--- src/rtl/wdog_pkg.sv ---
package wdog_pkg;
  typedef struct packed {
    logic kbdReload;
    logic mouseReload;
    logic rsvHi;
    logic fastRate;
    logic minuteUnit;
    logic kbcForceEn;
    logic pulseEn;
    logic rsvLo;
  } wdCtrl_t;

  typedef struct packed {
    logic       load;
    logic       expireNow;
    logic       reload;
    logic [7:0] value;
  } wdStrobe_t;

  localparam logic [7:0] CTRL_WR_MASK = 8'hDE;
  localparam logic [7:0] CNT_RESET    = 8'h04;
endpackage

--- src/rtl/wdog_ctrl.sv ---
module wdog_ctrl
  import wdog_pkg::*;
(
  input  logic       clk,
  input  logic       rstN,
  input  logic       wrEn,
  input  logic       regSel,
  input  logic [7:0] wrData,
  input  logic       kbdIrq,
  input  logic       mouseIrq,
  input  logic       kbcRstIn,
  input  logic [7:0] cntVal,
  output wdCtrl_t    ctrlQ,
  output wdStrobe_t  strb,
  output logic [7:0] rdData
);
  logic [7:0] reloadQ;
  logic       kbcPrevQ;
  logic       cntWr;
  logic       ctrlWr;
  logic       kbcRise;

  assign cntWr   = wrEn & regSel;
  assign ctrlWr  = wrEn & ~regSel;
  assign kbcRise = kbcRstIn & ~kbcPrevQ;

  always_ff @(posedge clk or negedge rstN) begin
    if (!rstN) begin
      ctrlQ    <= '0;
      reloadQ  <= CNT_RESET;
      kbcPrevQ <= 1'b0;
    end else begin
      kbcPrevQ <= kbcRstIn;
      if (ctrlWr) ctrlQ <= wdCtrl_t'(wrData & CTRL_WR_MASK);
      if (cntWr && (wrData != 8'h00)) reloadQ <= wrData;
    end
  end

  always_comb begin
    strb.load      = cntWr;
    strb.expireNow = ctrlQ.kbcForceEn & kbcRise;
    strb.reload    = (kbdIrq & ctrlQ.kbdReload) | (mouseIrq & ctrlQ.mouseReload);
    strb.value     = cntWr ? wrData : reloadQ;
    rdData         = regSel ? cntVal : ctrlQ;
  end
endmodule

--- src/rtl/wdog_datapath.sv ---
module wdog_datapath
  import wdog_pkg::*;
#(
  parameter int unsigned SEC_CYCLES  = 50_300_000,
  parameter int unsigned MIN_FACTOR  = 60,
  parameter int unsigned FAST_FACTOR = 1000
) (
  input  logic       clk,
  input  logic       rstN,
  input  wdStrobe_t  strb,
  input  logic       fastRate,
  input  logic       minuteUnit,
  output logic [7:0] cntQ,
  output logic       fire,
  output logic       timedOut
);
  localparam longint unsigned MIN_CYCLES  = longint'(SEC_CYCLES) * longint'(MIN_FACTOR);
  localparam longint unsigned FSEC_CYCLES = longint'(SEC_CYCLES) / longint'(FAST_FACTOR);
  localparam longint unsigned FMIN_CYCLES = MIN_CYCLES / longint'(FAST_FACTOR);
  localparam int PRE_W = (MIN_CYCLES > 2) ? $clog2(MIN_CYCLES) : 1;
  localparam logic [PRE_W-1:0] LAST_SEC  = PRE_W'(longint'(SEC_CYCLES) - 1);
  localparam logic [PRE_W-1:0] LAST_MIN  = PRE_W'(MIN_CYCLES - 1);
  localparam logic [PRE_W-1:0] LAST_FSEC = PRE_W'(FSEC_CYCLES - 1);
  localparam logic [PRE_W-1:0] LAST_FMIN = PRE_W'(FMIN_CYCLES - 1);

  logic [PRE_W-1:0] preQ;
  logic [PRE_W-1:0] lastTick;
  logic             armedQ;
  logic             tickDue;

  always_comb begin
    unique case ({fastRate, minuteUnit})
      2'b00:   lastTick = LAST_SEC;
      2'b01:   lastTick = LAST_MIN;
      2'b10:   lastTick = LAST_FSEC;
      default: lastTick = LAST_FMIN;
    endcase
  end

  assign tickDue = armedQ && (preQ >= lastTick);
  assign fire    = !strb.load &&
                   (strb.expireNow || (!strb.reload && tickDue && (cntQ == 8'd1)));

  always_ff @(posedge clk or negedge rstN) begin
    if (!rstN) begin
      cntQ   <= CNT_RESET;
      armedQ <= 1'b0;
      preQ   <= '0;
    end else if (strb.load) begin
      cntQ   <= strb.value;
      armedQ <= (strb.value != 8'h00);
      preQ   <= '0;
    end else if (strb.expireNow) begin
      cntQ   <= 8'h00;
      armedQ <= 1'b0;
      preQ   <= '0;
    end else if (strb.reload) begin
      cntQ   <= strb.value;
      armedQ <= 1'b1;
      preQ   <= '0;
    end else if (armedQ) begin
      if (tickDue) begin
        preQ <= '0;
        cntQ <= cntQ - 8'd1;
        if (cntQ == 8'd1) armedQ <= 1'b0;
      end else begin
        preQ <= preQ + PRE_W'(1);
      end
    end
  end

  always_ff @(posedge clk or negedge rstN) begin
    if (!rstN)          timedOut <= 1'b0;
    else if (strb.load) timedOut <= 1'b0;
    else if (fire)      timedOut <= 1'b1;
  end
endmodule

--- src/rtl/wdog_pulse.sv ---
module wdog_pulse #(
  parameter int unsigned PULSE_LEN = 16
) (
  input  logic clk,
  input  logic rstN,
  input  logic fire,
  input  logic pulseEn,
  output logic kbRstN
);
  localparam int PW = $clog2(PULSE_LEN + 1);
  logic [PW-1:0] remainQ;

  always_ff @(posedge clk or negedge rstN) begin
    if (!rstN)                 remainQ <= '0;
    else if (fire && pulseEn)  remainQ <= PW'(PULSE_LEN);
    else if (remainQ != '0)    remainQ <= remainQ - PW'(1);
  end

  assign kbRstN = (remainQ == '0);
endmodule

--- src/rtl/wdog_timer.sv ---
module wdog_timer
  import wdog_pkg::*;
#(
  parameter int unsigned SEC_CYCLES  = 50_300_000,
  parameter int unsigned MIN_FACTOR  = 60,
  parameter int unsigned FAST_FACTOR = 1000,
  parameter int unsigned PULSE_LEN   = 16
) (
  input  logic       clk,
  input  logic       rstN,
  input  logic       wrEn,
  input  logic       regSel,
  input  logic [7:0] wrData,
  output logic [7:0] rdData,
  input  logic       kbdIrq,
  input  logic       mouseIrq,
  input  logic       kbcRstIn,
  output logic       timedOut,
  output logic       kbRstN
);
  wdCtrl_t    ctrlQ;
  wdStrobe_t  strb;
  logic [7:0] cntQ;
  logic       fire;

  wdog_ctrl u_ctrl (
    .clk(clk), .rstN(rstN), .wrEn(wrEn), .regSel(regSel), .wrData(wrData),
    .kbdIrq(kbdIrq), .mouseIrq(mouseIrq), .kbcRstIn(kbcRstIn), .cntVal(cntQ),
    .ctrlQ(ctrlQ), .strb(strb), .rdData(rdData)
  );

  wdog_datapath #(
    .SEC_CYCLES(SEC_CYCLES), .MIN_FACTOR(MIN_FACTOR), .FAST_FACTOR(FAST_FACTOR)
  ) u_dp (
    .clk(clk), .rstN(rstN), .strb(strb), .fastRate(ctrlQ.fastRate),
    .minuteUnit(ctrlQ.minuteUnit), .cntQ(cntQ), .fire(fire), .timedOut(timedOut)
  );

  wdog_pulse #(.PULSE_LEN(PULSE_LEN)) u_pulse (
    .clk(clk), .rstN(rstN), .fire(fire), .pulseEn(ctrlQ.pulseEn), .kbRstN(kbRstN)
  );
endmodule

--- config.mk ---
export PLATFORM = sky130hd
export DESIGN_NAME = wdog_timer
export DESIGN_NICKNAME = d
export VERILOG_FILES = /design/src/rtl/wdog_pkg.sv /design/src/rtl/wdog_ctrl.sv /design/src/rtl/wdog_datapath.sv /design/src/rtl/wdog_pulse.sv /design/src/rtl/wdog_timer.sv
export SDC_FILE = /design/constraint.sdc
export NUM_CORES = 1
export LEC_CHECK = 0
export CORE_ASPECT_RATIO = 0.6
export CORE_UTILIZATION = 30
export CTS_CLUSTER_DIAMETER = 150
export DETAILED_ROUTE_END_ITERATION = 12
export HOLD_SLACK_MARGIN = 0.03
export PLACE_DENSITY_LB_ADDON = 0.1
export RECOVER_POWER = 50
export SLEW_MARGIN = 10
export SYNTH_ARGS = -nofsm -noshare
export SYNTH_HDL_FRONTEND = slang
export SYNTH_SLANG_ARGS = --single-unit
--- constraint.sdc ---
create_clock -name clk -period 7.9 [get_ports clk]
set_input_delay 1.58 -clock clk [delete_from_list [all_inputs] [get_ports clk]]
set_output_delay 1.58 -clock clk [all_outputs]
set_load 0.02 [all_outputs]
==> results.json, run 1 <==
{
  "status": "complete, but fails checks",
  "violations": "capacitance limit, slew limit",
  "vias": 3075,
  "postCtsHoldBufs": 0,
  "critPathLaunch": "regSel",
  "setup_viol": 0,
  "final_common_cell": "nand2_1",
  "htree_levels": 3,
  "ys_ff_latch": 62,
  "slew_headroom_pct": -133.1,
  "portBuffers": 24,
  "synth-edff-count": 0,
  "r2r_cells": 11,
  "startpoint_type": "primary input",
  "drtIter0Drc": 191,
  "grt_pass1_vias": 2894,
  "dieHeight_um": 90.16,
  "async_flop_share_pct": 100.0,
  "fin_util_pct": 37.23,
  "p_leak_nw": 1.962,
  "initial_utilization_pct": 31.51,
  "final_cell_mix": "nand2_1 (64), dfrtp_1 (60), nor2_1 (46)",
  "fin_setup_tns_ps": 0,
  "io_pins": 25,
  "antenna_left": 0,
  "worstPathRequired_ps": 6320,
  "hold_viol_final": 0,
  "place_inst": 603,
  "numCtsBuffers": 9,
  "syn_area_per_cell_sq_um": 9.187,
  "final_cells": 619,
  "synthesis.area_sq_um": 3886,
  "worstPathArrival_ps": 3370,
  "cts_sinks": 62,
  "drv_cap": 1,
  "cts_max_path_buffers": 2,
  "finalCritPeriodShare_pct": 62.70,
  "syn-num-nets": 470,
  "drc": 0,
  "overflow": 0,
  "grt_setup_unrepaired": "no",
  "antenna_found_initial": 0,
  "drive_above_1_share_pct": 8.811,
  "fp.dieW_um": 148.9,
  "rrSetupSlack_ps": 3770,
  "path_buf_inv": 2,
  "worst_skew_pair.late_latency_ps": 330,
  "antenna_cells": 0,
  "powerDensity_nw_per_um2": 241.5,
  "hold_ws_ps": 458.0,
  "gp_congestion": 0.7794,
  "yosys_warnings": 0,
  "slowest_stage": "dlygate4sd3_1",
  "r2r_end": "u_dp.preQ[18]$_DFFE_PN0P_",
  "grt_usage_pct": 16.05,
  "path_max_fanout": 14,
  "row_count": 31,
  "hold_class": "reg -> reg",
  "cp_top_family": "buffers and inverters",
  "ir_drop_mv": 0.1232,
  "fin_nets": 496,
  "synthToLayoutAreaGrowth_pct": 18.16,
  "drt_wl_total_um": 9909,
  "synth_cell_type_count": 54,
  "cts_tree": "built",
  "ctsResizeCount": 0,
  "clock.fmax_ghz": 0.2019,
  "tightest_slew_ps": 3496,
  "max_stage_delay_ps": 860,
  "dpl.hpwl_um": 7358,
  "cp_cell_sequence": "dlygate4sd3_1, mux2_2, clkdlybuf4s50_1",
  "synthCells": 423,
  "r2r-start": "u_ctrl.ctrlQ[3]$_DFFE_PN0P_",
  "wl_per_cell_um": 16.01,
  "cp-endpoint": "rdData[6]",
  "cts_setup_buffers": 0,
  "path_clk_slew_ps": 50,
  "drtPass1Iterations": 4,
  "grt_pass1_wl_um": 16530,
  "clock-root-buffer": "clkbuf_16",
  "avgViaCountPerCell": 4.968,
  "grt_max_degree": 63,
  "worst-path-stages": 3,
  "coreArea_sq_um": 12330,
  "crit_type": "in -> out",
  "cp-end-kind": "primary output",
  "min_period_ps": 4953,
  "die_area_sq_um": 13430,
  "seq_area_frac_synth_pct": 39.99,
  "fin_worst_skew_ps": 6.972,
  "synthFlopType": "dfrtp_1",
  "slew_violations": 63
}
==> sequential cells by signal (all words and copies together), names as in the netlist <==
signal,flops
u_ctrl.ctrlQ,6
u_ctrl.kbcPrevQ,1
u_ctrl.reloadQ,8
u_dp.armedQ,1
u_dp.cntQ,8
u_dp.preQ,32
u_dp.timedOut,1
u_pulse.remainQ,5
==> power breakdown <==
part           switching, W  internal, W
sequential        0.0000547     0.000366
clock              0.000137     0.000261
combinational      0.000155     0.000135
total              0.000347     0.000762
==> synthesized netlist by cell type, types with 3 or more instances <==
master    count  area, sq um
buf_4         3        22.52
mux2_2       10        112.6
nor4_1        9        56.30
inv_1        14        52.55
dfrtp_1      60         1501
nand2_1      64        240.2
nand2b_1      4        25.02
or4_1         3        22.52
nand4_1      10        62.56
and2_1        4        25.02
nor2_1       46        172.7
a21oi_1      15        75.07
xnor2_1      16        140.1
clkbuf_1      8        30.03
a211oi_1      4        30.03
ha_1         32        400.4
a22o_1        7        61.31
o21ai_0      17        85.08
nor2b_1       3        18.77
xor2_1       21        183.9
nor3_1       14        70.07
nand3_1      18        90.09
==> worst min path at each step <==
| stage | from | end | slack [ps] | cells past startpoint |
|---|---|---|---|---|
| final | u_ctrl.reloadQ[2]$_DFFE_PN1P_ | u_ctrl.reloadQ[2]$_DFFE_PN1P_ | 460 | 2 |
| after global routing | u_ctrl.reloadQ[2]$_DFFE_PN1P_ | u_ctrl.reloadQ[2]$_DFFE_PN1P_ | 470 | 2 |
| after CTS | u_ctrl.reloadQ[2]$_DFFE_PN1P_ | u_ctrl.reloadQ[2]$_DFFE_PN1P_ | 460 | 2 |
| after detailed placement | u_ctrl.reloadQ[2]$_DFFE_PN1P_ | u_ctrl.reloadQ[2]$_DFFE_PN1P_ | 450 | 2 |
| after global placement | u_ctrl.reloadQ[2]$_DFFE_PN1P_ | u_ctrl.reloadQ[2]$_DFFE_PN1P_ | 450 | 2 |
| after floorplan | u_ctrl.reloadQ[2]$_DFFE_PN1P_ | u_ctrl.reloadQ[2]$_DFFE_PN1P_ | 440 | 2 |
==> area by class of cell <==
type / count / area [sq um]
Clock inverter: 3 / 42.54
Multi-Input combinational cell: 335 / 2222
Tap cell: 165 / 206.4
Sequential cell: 62 / 1554
Timing Repair Buffer: 27 / 254.0
Clock buffer: 13 / 260.3
Inverter: 14 / 52.55
Fill cell: 1257 / 7742
==> kinds of logic (layout without fill, tap and decap cells) <==
| group | after synthesis | after routing | synth area share (%) |
|---|---|---|---|
| buffers and inverters | 26 | 57 | 2.994 |
| DFF | 62 | 62 | 39.99 |
| xor gates and xnor gates | 37 | 37 | 8.339 |
| AOI/OAI and AO/OA | 64 | 64 | 11.33 |
| muxes | 10 | 10 | 2.898 |
| and+or+nand+nor | 192 | 192 | 24.15 |
| adders and majority gates | 32 | 32 | 10.30 |
==> worst reg2reg max path: cells and delay by family, from the launching register on <==
family / cells / cell delay [ps]
fa+ha+maj: 2 / 460
flops: 1 / 450
compound gates: 2 / 730
simple gates: 5 / 1830
buf+inv: 2 / 550
==> routing by layer <==
layer	wire length [um]	track usage [%]	part of all wire, %
met4	55	3.571	0.56
met3	437	4.467	4.4
met2	3538	18.29	36
met1	5877	27.39	59
met5	0	0	0
==> stage by stage <==
step / cell area, sq um / total power [W] / worst slack [ps]
after floorplan: 3886 / 0.0006202 / 4044
final: 4592 / 0.001109 / 2947
after detailed placement: 4293 / 0.0007158 / 2991
after CTS: 4596 / 0.001126 / 2986
after global routing: 4592 / 0.001183 / 2567
after global placement: 4293 / 0.0007148 / 3012
Note: power is estimated with default switching activity, not from simulation.
==> run 2: changes to the inputs <==
==> constraint.sdc (replaced) <==
create_clock -name clk -period 4.9 [get_ports clk]
set_input_delay 0.98 -clock clk [delete_from_list [all_inputs] [get_ports clk]]
set_output_delay 0.98 -clock clk [all_outputs]
set_load 0.02 [all_outputs]
==> run 2 against run 1 <==
Effect of this change:
- the flow still finishes with violations (capacitance limit, slew limit)
- via count grew 3.0%
- worst hold slack improved by 1.7 ps
- first-iteration DRC count increased by 12%
- clock power rose by 77%
- cell area up 0.98%
- core utilization grew 0.37 points
- total power grew 67%
- register-to-register slack lost 2900 ps
- critical endpoint is now u_dp.preQ[25]$_DFFE_PN0P_
- largest power group is now the clock network
==> results.json, run 2 (synthesis results as in run 1) <==
{
  "status": "complete, but fails checks",
  "violations": "capacitance limit, slew limit",
  "numCtsBuffers": 9,
  "largest_reg_flops": 32,
  "grt_usage_pct": 16.50,
  "grt_setup_unrepaired": "no",
  "worstPathArrival_ps": 4270,
  "cp-end-kind": "flip-flop",
  "path_max_fanout": 20,
  "crit_type": "reg -> reg",
  "dieHeight_um": 90.16,
  "antenna_found_initial": 0,
  "clock.fmax_ghz": 0.2460,
  "overflow": 0,
  "multiInputGateArea_sq_um": 2216,
  "cts_sinks": 62,
  "portBuffers": 24,
  "cp_cell_sequence": "inv_1, ha_1, o21ai_0, ha_1, nand2_1, or4_4, or4_4, a31oi_2, or3_1, buf_4, nor2_1",
  "io_pins": 25,
  "drt_wl_total_um": 10430,
  "clock-root-buffer": "clkbuf_16",
  "fin_setup_tns_ps": 0,
  "hold_viol_final": 0,
  "avgViaCountPerCell": 5.085,
  "final_cell_mix": "nand2_1 (64), dfrtp_1 (60), nor2_1 (46)",
  "tightest_slew_ps": 2013,
  "drtPass1Iterations": 4,
  "worst_skew_pair.late_latency_ps": 330,
  "fin_worst_skew_ps": 6.757,
  "drv_cap": 2,
  "dp_slack_ps": 816.5,
  "drive_above_1_share_pct": 9.389,
  "die_area_sq_um": 13430,
  "antenna_left": 0,
  "fp.dieW_um": 148.9,
  "grt_pass1_wl_um": 16680,
  "initial_utilization_pct": 31.51,
  "coreArea_sq_um": 12330,
  "regArea_sq_um": 1554,
  "powerDensity_nw_per_um2": 399.6,
  "max_stage_delay_ps": 680,
  "hold_ws_ps": 459.8,
  "setup_viol": 0,
  "drc": 0,
  "fillers": 1285,
  "final_common_cell": "nand2_1",
  "vias": 3168,
  "path_clk_slew_ps": 50,
  "dpl.hpwl_um": 7846,
  "postCtsHoldBufs": 0,
  "grt_max_degree": 37,
  "min_period_ps": 4066,
  "slew_headroom_pct": -34.17,
  "synthToLayoutAreaGrowth_pct": 19.32,
  "startpoint_type": "flip-flop",
  "slowest_stage": "or3_1",
  "cts_setup_buffers": 0,
  "htree_levels": 3,
  "worstPathRequired_ps": 5110,
  "largest_register": "u_dp.preQ",
  "cts_tree": "built",
  "cts_max_path_buffers": 2,
  "fin_nets": 500,
  "ir_drop_mv": 0.1626,
  "ctsResizeCount": 0,
  "largest_registers": "u_dp.preQ: 32 flops, u_ctrl.reloadQ: 8 flops, u_dp.cntQ: 8 flops",
  "worst_slack_ps": 834.2,
  "wl_per_cell_um": 16.73,
  "slew_violations": 65,
  "finalCritPeriodShare_pct": 82.98,
  "grt_pass1_vias": 2879,
  "hold_class": "reg -> reg",
  "row_count": 31,
  "p_leak_nw": 1.982,
  "gp_congestion": 0.7863,
  "antenna_cells": 0,
  "drtIter0Drc": 214
}
run 2: changes by cell type in the layout (fill, tap and decap cells not counted), sizes merged:
cell,previous run,this run
buf,3,6
clkinvlp,1,3
bufinv,1,2
clkbuf,14,13
clkinv,1,0
run 2: worst paths after layout:
path                                          startpoint                             to  slack, ps  cells past startpoint
max                          u_ctrl.ctrlQ[3]$_DFFE_PN0P_      u_dp.preQ[25]$_DFFE_PN0P_        830                     11
min                        u_ctrl.reloadQ[2]$_DFFE_PN1P_  u_ctrl.reloadQ[2]$_DFFE_PN1P_        460                      2
max reg2reg                  u_ctrl.ctrlQ[3]$_DFFE_PN0P_      u_dp.preQ[25]$_DFFE_PN0P_        830                     11
min reg2reg                u_ctrl.reloadQ[2]$_DFFE_PN1P_  u_ctrl.reloadQ[2]$_DFFE_PN1P_        460                      2
max in group asynchronous                           rstN          u_dp.armedQ$_DFF_PN0_       1340                      2
min in group asynchronous                           rstN      u_dp.preQ[12]$_DFFE_PN0P_       1220                      1
run 2: through the flow:
stage / std cells / instance area, sq um / total power, W / util, %
final: 623 / 4637 / 0.001853 / 37.59
after global routing: 623 / 4637 / 0.001960 / 37.59
after CTS: 623 / 4642 / 0.001875 / 37.63
after detailed placement: 607 / 4317 / 0.001161 / 35.00
after global placement: 607 / 4317 / 0.001154 / 35.00
after floorplan: 423 / 3886 / 0.0009999 / -
run 2: area by class of cell:
type | count | area share (%)
repair buffers | 31 | 6.098
inverters | 14 | 1.133
clock buffers | 11 | 5.235
flip-flops and latches | 62 | 33.51
clock inverters | 5 | 1.781
well taps | 165 | 4.452
multi-input cells | 335 | 47.79
run 2: critical path: cells and delay by family (launching register included):
kind                     cells  cell delay (ps)
adder cells (fa/ha/maj)      2              440
AND/OR/NAND/NOR              5             1900
flip-flops                   1              430
buffers and inverters        2              480
AO/OA/AOI/OAI                2              700
run 2: layer usage:
| metal | wire length [um] | GRT usage (%) | vias up |
|---|---|---|---|
| li1 | - | - | 1561 |
| met1 | 6210 | 28.84 | 1540 |
| met2 | 3692 | 18.26 | 61 |
| met3 | 455 | 3.706 | 6 |
| met4 | 66 | 4.592 | 0 |
| met5 | 0 | 0 | - |
run 2: where the power goes:
group / switching [W] / total (W) / leakage, nW / internal, W
logic: 0.000252 / 0.000471 / 1.03 / 0.000220
clock network: 0.000244 / 0.000704 / 0.148 / 0.000459
registers: 0.0000885 / 0.000678 / 0.808 / 0.000590
